**src/rtl/abd_pkg.sv**
```systemverilog
// Shared definitions for the auto-baud detector: frame state encoding,
// character width and the two accepted sync characters.
package abd_pkg;

    typedef enum logic [1:0] {
        ST_IDLE    = 2'd0,
        ST_MEASURE = 2'd1,
        ST_DATA    = 2'd2,
        ST_STOP    = 2'd3
    } abd_state_e;

    localparam int ABD_DATA_BITS = 8;
    localparam logic [ABD_DATA_BITS-1:0] ABD_SYNC_UPPER = 8'h41;
    localparam logic [ABD_DATA_BITS-1:0] ABD_SYNC_LOWER = 8'h61;

    // True when the decoded byte is one of the accepted sync letters.
    function automatic logic abd_is_sync(input logic [ABD_DATA_BITS-1:0] chr);
        return (chr == ABD_SYNC_UPPER) || (chr == ABD_SYNC_LOWER);
    endfunction

endpackage

```
**src/rtl/abd_line_sync.sv**
```systemverilog
// Brings the asynchronous receive line into the clock domain through
// SYNC_STAGES flip-flops and flags falling and rising edges of the
// synchronised level. Assumes an idle-high line, so reset loads ones.
module abd_line_sync #(
    parameter int SYNC_STAGES = 2
) (
    input  logic clk,
    input  logic rst_n,
    input  logic rx_async,
    output logic rx_level,
    output logic rx_fall,
    output logic rx_rise
);

    logic [SYNC_STAGES:0] pipe_q;

    // Shift the line through the synchroniser plus one history stage.
    always_ff @(posedge clk) begin
        if (!rst_n) begin
            pipe_q <= '1;
        end else begin
            pipe_q <= {pipe_q[SYNC_STAGES-1:0], rx_async};
        end
    end

    // Edge flags compare the synchronised level with the stage behind it.
    always_comb begin
        rx_level = pipe_q[SYNC_STAGES-1];
        rx_fall  = pipe_q[SYNC_STAGES] & ~pipe_q[SYNC_STAGES-1];
        rx_rise  = ~pipe_q[SYNC_STAGES] & pipe_q[SYNC_STAGES-1];
    end

endmodule

```
**src/rtl/abd_frame_fsm.sv**
```systemverilog
// Times the start bit of a sync character, then samples the data bits and
// the stop bit at mid-bit with that period. Emits a registered one-cycle
// lock pulse and the accepted period when the character is a sync letter
// with a high stop bit. Assumes the first data bit of the character is 1,
// so the start-bit low time equals one bit period. MIN_PERIOD >= 2.
module abd_frame_fsm
    import abd_pkg::*;
#(
    parameter int CNT_W      = 16,
    parameter int MIN_PERIOD = 4
) (
    input  logic             clk,
    input  logic             rst_n,
    input  logic             enable,
    input  logic             rx_level,
    input  logic             rx_fall,
    input  logic             rx_rise,
    output logic             lock_pulse,
    output logic [CNT_W-1:0] lock_period
);

    localparam int                 BIT_W    = $clog2(ABD_DATA_BITS);
    localparam logic [CNT_W-1:0]   CNT_MAX  = '1;
    localparam logic [CNT_W-1:0]   CNT_MIN  = CNT_W'(MIN_PERIOD);
    localparam logic [CNT_W-1:0]   CNT_ONE  = CNT_W'(1);
    localparam logic [BIT_W-1:0]   LAST_BIT = BIT_W'(ABD_DATA_BITS - 1);

    abd_state_e               state_q;
    logic [CNT_W-1:0]         width_q;
    logic [CNT_W-1:0]         period_q;
    logic [CNT_W-1:0]         tick_q;
    logic [BIT_W-1:0]         bit_idx_q;
    logic [ABD_DATA_BITS-1:0] shift_q;
    logic                     pulse_q;
    logic [CNT_W-1:0]         out_period_q;
    logic                     tick_done;
    logic                     char_ok;

    // Sample point reached and decoded-character check.
    always_comb begin
        tick_done = (tick_q == '0);
        char_ok   = abd_is_sync(shift_q);
    end

    // Frame sequencer: measure, sample data, check stop, report.
    always_ff @(posedge clk) begin
        if (!rst_n) begin
            state_q      <= ST_IDLE;
            width_q      <= '0;
            period_q     <= '0;
            tick_q       <= '0;
            bit_idx_q    <= '0;
            shift_q      <= '0;
            pulse_q      <= 1'b0;
            out_period_q <= '0;
        end else begin
            pulse_q <= 1'b0;
            if (!enable) begin
                state_q <= ST_IDLE;
            end else begin
                unique case (state_q)
                    ST_IDLE: begin
                        if (rx_fall) begin
                            width_q <= CNT_ONE;
                            state_q <= ST_MEASURE;
                        end
                    end
                    ST_MEASURE: begin
                        if (rx_rise) begin
                            if (width_q < CNT_MIN) begin
                                state_q <= ST_IDLE;
                            end else begin
                                period_q  <= width_q;
                                tick_q    <= (width_q >> 1) - CNT_ONE;
                                bit_idx_q <= '0;
                                state_q   <= ST_DATA;
                            end
                        end else if (width_q == CNT_MAX) begin
                            state_q <= ST_IDLE;
                        end else begin
                            width_q <= width_q + CNT_ONE;
                        end
                    end
                    ST_DATA: begin
                        if (tick_done) begin
                            shift_q <= {rx_level, shift_q[ABD_DATA_BITS-1:1]};
                            tick_q  <= period_q - CNT_ONE;
                            if (bit_idx_q == LAST_BIT) begin
                                state_q <= ST_STOP;
                            end else begin
                                bit_idx_q <= bit_idx_q + 1'b1;
                            end
                        end else begin
                            tick_q <= tick_q - CNT_ONE;
                        end
                    end
                    ST_STOP: begin
                        if (tick_done) begin
                            state_q <= ST_IDLE;
                            if (rx_level && char_ok) begin
                                pulse_q      <= 1'b1;
                                out_period_q <= period_q;
                            end
                        end else begin
                            tick_q <= tick_q - CNT_ONE;
                        end
                    end
                    default: state_q <= ST_IDLE;
                endcase
            end
        end
    end

    // Registered results to the flag and the divisor output.
    always_comb begin
        lock_pulse  = pulse_q;
        lock_period = out_period_q;
    end

endmodule

```
**src/rtl/abd_lock_flag.sv**
```systemverilog
// Sticky completion flag. Set by a lock pulse, cleared by a write of 1 to
// the clear control; a lock in the same cycle as a clear wins.
module abd_lock_flag (
    input  logic clk,
    input  logic rst_n,
    input  logic set_pulse,
    input  logic clr_wr,
    input  logic clr_data,
    output logic flag
);

    logic flag_q;

    // Hold, set or clear the completion flag.
    always_ff @(posedge clk) begin
        if (!rst_n) begin
            flag_q <= 1'b0;
        end else if (set_pulse) begin
            flag_q <= 1'b1;
        end else if (clr_wr && clr_data) begin
            flag_q <= 1'b0;
        end
    end

    assign flag = flag_q;

endmodule

```
**src/rtl/autobaud_detect.sv**
```systemverilog
// Auto-baud detector top: synchroniser, frame sequencer and sticky flag.
// Assumes an idle-high asynchronous line and sync letters sent with one
// start bit, eight data bits least significant first and a stop bit.
module autobaud_detect #(
    parameter int CNT_W       = 16,
    parameter int MIN_PERIOD  = 4,
    parameter int SYNC_STAGES = 2
) (
    input  logic             clk,
    input  logic             rst_n,
    input  logic             rx_i,
    input  logic             align_en_i,
    input  logic             abd_clr_wr_i,
    input  logic             abd_clr_data_i,
    output logic             lock_flag_o,
    output logic [CNT_W-1:0] divisor_o,
    output logic             divisor_vld_o,
    output logic             clr_rdata_o
);

    logic rx_level;
    logic rx_fall;
    logic rx_rise;
    logic lock_pulse;

    abd_line_sync #(
        .SYNC_STAGES(SYNC_STAGES)
    ) u_sync (
        .clk     (clk),
        .rst_n   (rst_n),
        .rx_async(rx_i),
        .rx_level(rx_level),
        .rx_fall (rx_fall),
        .rx_rise (rx_rise)
    );

    abd_frame_fsm #(
        .CNT_W     (CNT_W),
        .MIN_PERIOD(MIN_PERIOD)
    ) u_fsm (
        .clk        (clk),
        .rst_n      (rst_n),
        .enable     (align_en_i),
        .rx_level   (rx_level),
        .rx_fall    (rx_fall),
        .rx_rise    (rx_rise),
        .lock_pulse (lock_pulse),
        .lock_period(divisor_o)
    );

    abd_lock_flag u_flag (
        .clk      (clk),
        .rst_n    (rst_n),
        .set_pulse(lock_pulse),
        .clr_wr   (abd_clr_wr_i),
        .clr_data (abd_clr_data_i),
        .flag     (lock_flag_o)
    );

    // The clear control is write-only; its readback is always zero.
    assign divisor_vld_o = lock_pulse;
    assign clr_rdata_o   = 1'b0;

endmodule

```
**config.mk**
```make
export PLATFORM = sky130hd
export DESIGN_NAME = autobaud_detect
export DESIGN_NICKNAME = d
export VERILOG_FILES = /design/src/rtl/abd_pkg.sv /design/src/rtl/abd_line_sync.sv /design/src/rtl/abd_frame_fsm.sv /design/src/rtl/abd_lock_flag.sv /design/src/rtl/autobaud_detect.sv
export SDC_FILE = /design/constraint.sdc
export NUM_CORES = 1
export LEC_CHECK = 0
export BUFFER_PORTS_ARGS = -buffer_cell sky130_fd_sc_hd__clkbuf_2
export CAP_MARGIN = 30
export CORE_MARGIN = 2
export CORE_UTILIZATION = 45
export DETAILED_ROUTE_END_ITERATION = 10
export PLACE_DENSITY = 0.7
export RECOVER_POWER = 100
export SLEW_MARGIN = 5
export SYNTH_ARGS = -nofsm -noshare
export SYNTH_HDL_FRONTEND = slang
export SYNTH_HIERARCHICAL = 1
export SYNTH_SLANG_ARGS = --single-unit
```
**constraint.sdc**
```tcl
create_clock -name clk -period 5.8 [get_ports clk]
set_input_delay 1.45 -clock clk [delete_from_list [all_inputs] [get_ports clk]]
set_output_delay 1.45 -clock clk [all_outputs]
set_load 0.005 [all_outputs]
```
==> results.toml, run 1 <==
[setup_path]
crit_path_top_delay_cell = "nor4_1"
worstSetupStartpointType = "register"
path_max_fanout = 21
crit_chain = "nor4_1, and4_1, or4b_1, clkbuf_1, nand2_1, o21ai_0, a21oi_1"
crit_type = "register to register"
arrival_ns = 4.33
worstPathRequired_ns = 6.00
max_stage_delay_ns = 0.94
cp-end-kind = "register"

[clock_tree]
cts_tree = "yes"
cts_setup_buffers = 0
clkTransAtPathRegs_ns = 0.09
h-tree-depth = 3
cts_buffers = 9
holdBufCountCts = 0
clock_sinks = 82
clk_latency_ns = 0.35
cts_resized = 0
clock_path_buffers = 2
clockRootBuffer = "clkbuf_8"

[route]
drc_errors = 0
drt_wl_total_microns = 10200
num_vias = 3636
detail_route.wl_per_cell_microns = 15.8
drt_iter0_drc = 171
ant_nets = 0
drtPass1Iterations = 5
viasPerCell = 5.65

[hold_path]
hp-class = "register to register"

[grt]
grt_busiest_layer = "met2"
grt_use_total_pct = 20.1
grt_pass1_wl_microns = 16700
use_met1_pct = 28.3
grt_overflow_total = 0
met3_usage_pct = 2.24
grt_pass1_vias = 3289
grt_start_max_net_pins = 56
gr-usage-met2_pct = 31.5
antenna_found_initial = 0

[final_layout]
fillerInstances = 877
regArea_sq_um = 1640
layout_common_cells = "dfxtp_1 (82), nor2_1 (79), mux2i_1 (41)"
drive_above_1_share_pct = 7.78
fin_cells = 643
nets = 522
area_growth_pct = 6.90
n_antenna_cell = 0
fin_area_sq_um = 4670
multiInputGateArea_sq_um = 2510
layout_commonest_cell = "dfxtp_1"

[die]
die_y_microns = 103
fp-row-count = 35
start_util_pct = 46.9
die_x_microns = 103
ios = 25
dieArea_sq_um = 10500
core_sq_um = 9330

[logic_synthesis]
ys_ff_latch = 82
ys.flop_type = "dfxtp_1"
synth_edf_count = 0
yosysUniqueCellTypes = 60
seq_area_frac_synth_pct = 37.6
synth_nets = 520
syn_area_sq_um = 4370
yosysWarnings = 6
syn_inst = 507
postSynth.asyncResetShare_pct = 0
syn_avg_cell_area_sq_um = 8.62

[sta]
hold_viol = 0
fmax_ghz = 0.242
setup-tns-final_ns = 0
period_share_pct = 71.1
setup_viol = 0
slew_headroom_pct = -16.2
rsz0062_at_grt = "false"
skew_ns = 0.0111
timing.final.crit_period_ns = 4.13
drv_slew = 56
tightest_slew_ns = 1.74

[power_and_ir_drop]
vdd_ir_drop_max_uv = 155
power.density_nw_per_um2 = 213
leakagePower_nw = 2.06

[placement]
gp_congestion = 0.904
placed_cells = 626
port_buffers = 23
hpwl_microns = 7030
dpl-instance-area_sq_um = 4500

[flow_run]
maxCapViolCount = 1

[outcome]
status = "finished with violations"
violations = "capacitance limit, slew limit"
## worst max-delay path, delay by kind of cell (launching register included)
family	cells	cell delay, ns
compound gates	2	0.43
buf+inv	1	0.90
flops	1	0.49
simple gates	4	2.14
## final timing paths
kind                     from                to  slack [ns]  depth (start not counted)
max          u_fsm/width_q[5]  u_fsm/tick_q[12]        1.67                          7
min          u_sync/pipe_q[0]  u_sync/pipe_q[1]        0.47                          1
max reg2reg  u_fsm/width_q[5]  u_fsm/tick_q[12]        1.67                          7
min reg2reg  u_sync/pipe_q[0]  u_sync/pipe_q[1]        0.47                          1
## cell families (layout without fill, tap and decap cells)
group	Yosys count	in the layout	synth area share [%]
mux	41	41	9.39
other cells	1	1	0.0858
simple gates	192	192	23.4
fa+ha+maj	7	7	2.00
buf+inv	47	54	4.84
flops	82	82	37.6
compound gates	88	88	12.9
xor+xnor	49	49	9.82
## area by class of cell
class                      count  area share [%]
clock buffer                  11            2.81
clock inverter                 5            1.34
inverter                      12           0.964
multi-input combinational    378            53.7
sequential                    82            35.1
tap                          129            3.45
timing repair buffer          26            2.54
## per-stage QoR
stage / utilization, % / power (mW) / setup slack, ns / hold slack (ns)
after floorplan: - / 0.592 / 2.98 / 0.386
after global placement: 48.2 / 0.597 / 1.93 / 0.430
after detailed placement: 48.2 / 0.597 / 1.87 / 0.435
after CTS: 50.3 / 1.01 / 2.23 / 0.453
after global routing: 50.1 / 1.02 / 1.26 / 0.473
final: 50.1 / 0.995 / 1.67 / 0.466
## power by group
group          switching (mW)  internal [mW]
Clock                   0.210          0.202
Sequential            0.00135          0.564
Combinational          0.0145        0.00408
Total                   0.226          0.769
## cell usage after synthesis (4+ instances only)
cell,count,area share [%]
dfxtp_1,82,38
nor2_1,79,6.8
mux2i_1,41,9.4
a21oi_1,33,3.8
nand2_1,29,2.5
xor2_1,28,5.6
xnor2_1,21,4.2
o21ai_0,20,2.3
clkbuf_1,17,1.5
buf_2,13,1.5
inv_1,11,0.94
nor3_1,11,1.3
nor4_1,9,1.3
ha_1,7,2.0
o2111ai_1,7,1.4
or3_1,6,0.86
a31oi_1,5,0.72
and4_1,5,1.0
nand2b_1,5,0.72
nand3_1,5,0.57
or4_1,5,0.86
and3_1,4,0.57
nand4_1,4,0.57
nor3b_1,4,0.69
o211ai_1,4,0.69
o221ai_1,4,0.80
## routing by layer
| layer | routed length [microns] | vias to the layer above |
|---|---|---|
| met1 | 4940 | 1724 |
| li1 | - | 1796 |
| met3 | 381 | 20 |
| met5 | 0 | - |
| met4 | 228 | 0 |
| met2 | 4640 | 96 |
## sequential cells by signal (all words and copies together), names as in the netlist, named ones only
register,cells
u_fsm/width_q,16
u_fsm/bit_idx_q,3
u_flag/flag,1
u_fsm/lock_pulse,1
u_sync/pipe_q,3
u_fsm/tick_q,16
u_fsm/period_q,16
u_fsm/state_q,1
u_fsm/shift_q,8
u_fsm/lock_period,16
(Power assumes the default switching activity.)
==> inputs of run 2 (changes only) <==
ABC_AREA = 1   (was unset)
PLACE_DENSITY = 0.72   (was 0.7)
clock period = 3.6 ns   (was 5.8 ns; I/O delays follow)
==> run 2 against run 1 <==
Net effect:
- the flow now finishes without violations
- synthesized cell count rose by 68%
- area after synthesis grew 18%
- combinational power grew to 14 times the previous value
- sequential power grew 65%
- total power rose by 110%
- hold slack lost 0.060 ns
- clock power grew 110%
- critical path type unchanged
==> results.toml, run 2 <==
[final_layout]
layout_common_cells = "nand2_1 (219), nor2_1 (164), dfxtp_1 (82)"
layout_commonest_cell = "nand2_1"
fin_area_sq_um = 5530
n_antenna_cell = 0
fillerInstances = 1205
drive_above_1_share_pct = 6.29
area_growth_pct = 7.38
nets = 866

[route]
detail_route.wl_per_cell_microns = 14.1
viasPerCell = 5.34
drtPass1Iterations = 6
ant_nets = 0
drt_iter0_drc = 410
drc_errors = 0
drt_wl_total_microns = 14100
num_vias = 5345

[power_and_ir_drop]
p_switching_uw = 578
leakagePower_nw = 2.51
switching_share_pct = 27.9
cell_internal_pwr_mw = 1.50
p_clk_share_pct = 42.2
pwr-share-comb_pct = 13.0
power.density_nw_per_um2 = 375
vdd_ir_drop_max_uv = 367
seqPwrFrac_pct = 44.9

[logic_synthesis]
syn_avg_cell_area_sq_um = 6.04
seq_area_frac_synth_pct = 31.9
synth-xor-area-share_pct = 2.72
yosysUniqueCellTypes = 35
synthMuxAreaShare_pct = 0
syn_inst = 853
yosysWarnings = 6
synth_area_leaders = "dfxtp_1 (32%), nand2_1 (16%), nor2_1 (12%)"
ys_ff_latch = 82
syn_area_sq_um = 5150
synth_top_area_share_pct = 31.9
synthMostInstantiatedCell = "nand2_1"
synth_edf_count = 0
netlist_top_cells_count = "nand2_1 (218), nor2_1 (163), dfxtp_1 (82)"
synth_nets = 866
synth_top_area_cell = "dfxtp_1"
synthSimpleGateAreaFrac_pct = 40.6
postSynth.asyncResetShare_pct = 0
ys.flop_type = "dfxtp_1"
synth_top_family_by_area = "simple AND/OR/NAND/NOR gates"
yosys.area_share.adder_pct = 1.70
synth_compound_area_share_pct = 13.7

[setup_path]
r2r-end = "u_fsm/shift_q[4]"
rr_startpoint = "u_fsm/tick_q[0]"
worst-r2r-cell-count = 9
worstPathRequired_ns = 3.82
crit_type = "register to register"
path_max_fanout = 12
cp-end-kind = "register"
arrival_ns = 3.08
worstSetupStartpointType = "register"
r2r_slack_ns = 0.74

[clock_tree]
cts_tree = "yes"
cts_buffers = 9
holdBufCountCts = 0
clkTransAtPathRegs_ns = 0.06
cts_setup_buffers = 0
h-tree-depth = 3
clockRootBuffer = "clkbuf_16"
clk_latency_ns = 0.34
clock_path_buffers = 2
cts_resized = 0
clock_sinks = 82

[sta]
period_share_pct = 79.5
rsz0062_at_grt = "false"
setup-tns-final_ns = 0
fin_ws_ns = 0.738
slew_headroom_pct = 19.7
drv_slew = 0
tightest_slew_ns = 1.20
timing.final.crit_period_ns = 2.86
skew_ns = 0.00469
hold_viol = 0
fmax_ghz = 0.349
setup_viol = 0

[flow_run]
maxCapViolCount = 0

[die]
core_sq_um = 11300
fp-row-count = 39
ios = 25
start_util_pct = 45.7
die_x_microns = 111
die_y_microns = 111
dieArea_sq_um = 12300

[grt]
grt_pass1_vias = 4898
grt_overflow_total = 0
grt_start_max_net_pins = 41
grt_use_total_pct = 23.4
antenna_found_initial = 0
grt_pass1_wl_microns = 23800

[placement]
place_ws_ns = 1.01
hpwl_microns = 10300
gp_congestion = 0.967
port_buffers = 23
dpl-instance-area_sq_um = 5290

[hold_path]
worstHoldStart = "u_sync/pipe_q[0]"
hold_depth = 2
hp-class = "register to register"
hold_path_end = "u_sync/pipe_q[1]"

[outcome]
status = "finished, final reports clean"
-- run 2: critical path, cell delays in order (launching register included) --
cell	delay (ns)
dfxtp_1	0.35
inv_1	0.12
ha_1	0.21
nand2_2	0.13
nor2_1	0.28
nand2_1	0.38
nor3_1	0.64
inv_1	0.32
o21ai_0	0.25
a21oi_1	0.07
-- run 2: power by group through the flow --
stage                     logic [mW]  registers [mW]  clock network (mW)
final                          0.269           0.931               0.875
after global routing           0.308           0.932               0.926
after CTS                      0.271           0.931               0.891
after detailed placement       0.270           0.951                   0
after global placement         0.265           0.951                   0
after floorplan                0.215           0.947                   0
-- run 2: kinds of logic after synthesis --
kind of cell,count (synthesis)
and+or+nand+nor,494
xor gates and xnor gates,16
DFF,82
other,1
AOI/OAI and AO/OA,137
adders and majority gates,7
buffers and inverters,116
-- run 2: final cells by class --
type	instances	area [sq um]	area share, %
multi-input combinational	655	3000	54.2
sequential	82	1640	29.7
inverter	79	297	5.36
clock buffer	12	256	4.63
tap	143	179	3.23
timing repair buffer	26	135	2.44
clock inverter	4	26.3	0.475
-- run 2: how the worst max path moves through the flow --
| stage | start | end | slack [ns] |
|---|---|---|---|
| 2_1_floorplan | align_en_i | u_fsm/width_q[6] | 1.75 |
| 3_3_place_gp | align_en_i | u_fsm/width_q[2] | 1.06 |
| 4_1_cts | u_fsm/tick_q[0] | u_fsm/shift_q[4] | 1.12 |
| 3_5_place_dp | align_en_i | u_fsm/width_q[9] | 1.01 |
| 5_1_grt | register | u_fsm/width_q[9] | 0.45 |
| 6_report | u_fsm/tick_q[0] | u_fsm/shift_q[4] | 0.74 |
-- run 2: per-layer routing --
layer  GRT usage [%]  vias to the layer above  routed length (microns)
met2            36.3                      187                     6060
li1                -                     2727                        -
met4            11.1                        0                      562
met5               0                        -                        0
met3            4.37                       42                      944
met1            31.6                     2389                     6510
-- run 2: per-stage QoR --
step,instances,total power [mW],util [%],hold slack [ns]
2_1_floorplan,853,1.16,-,0.380
3_3_place_gp,985,1.22,46.9,0.398
4_1_cts,1001,2.09,49.4,0.413
6_report,1001,2.07,49.1,0.406
5_1_grt,1001,2.17,49.1,0.440
3_5_place_dp,985,1.22,46.9,0.399
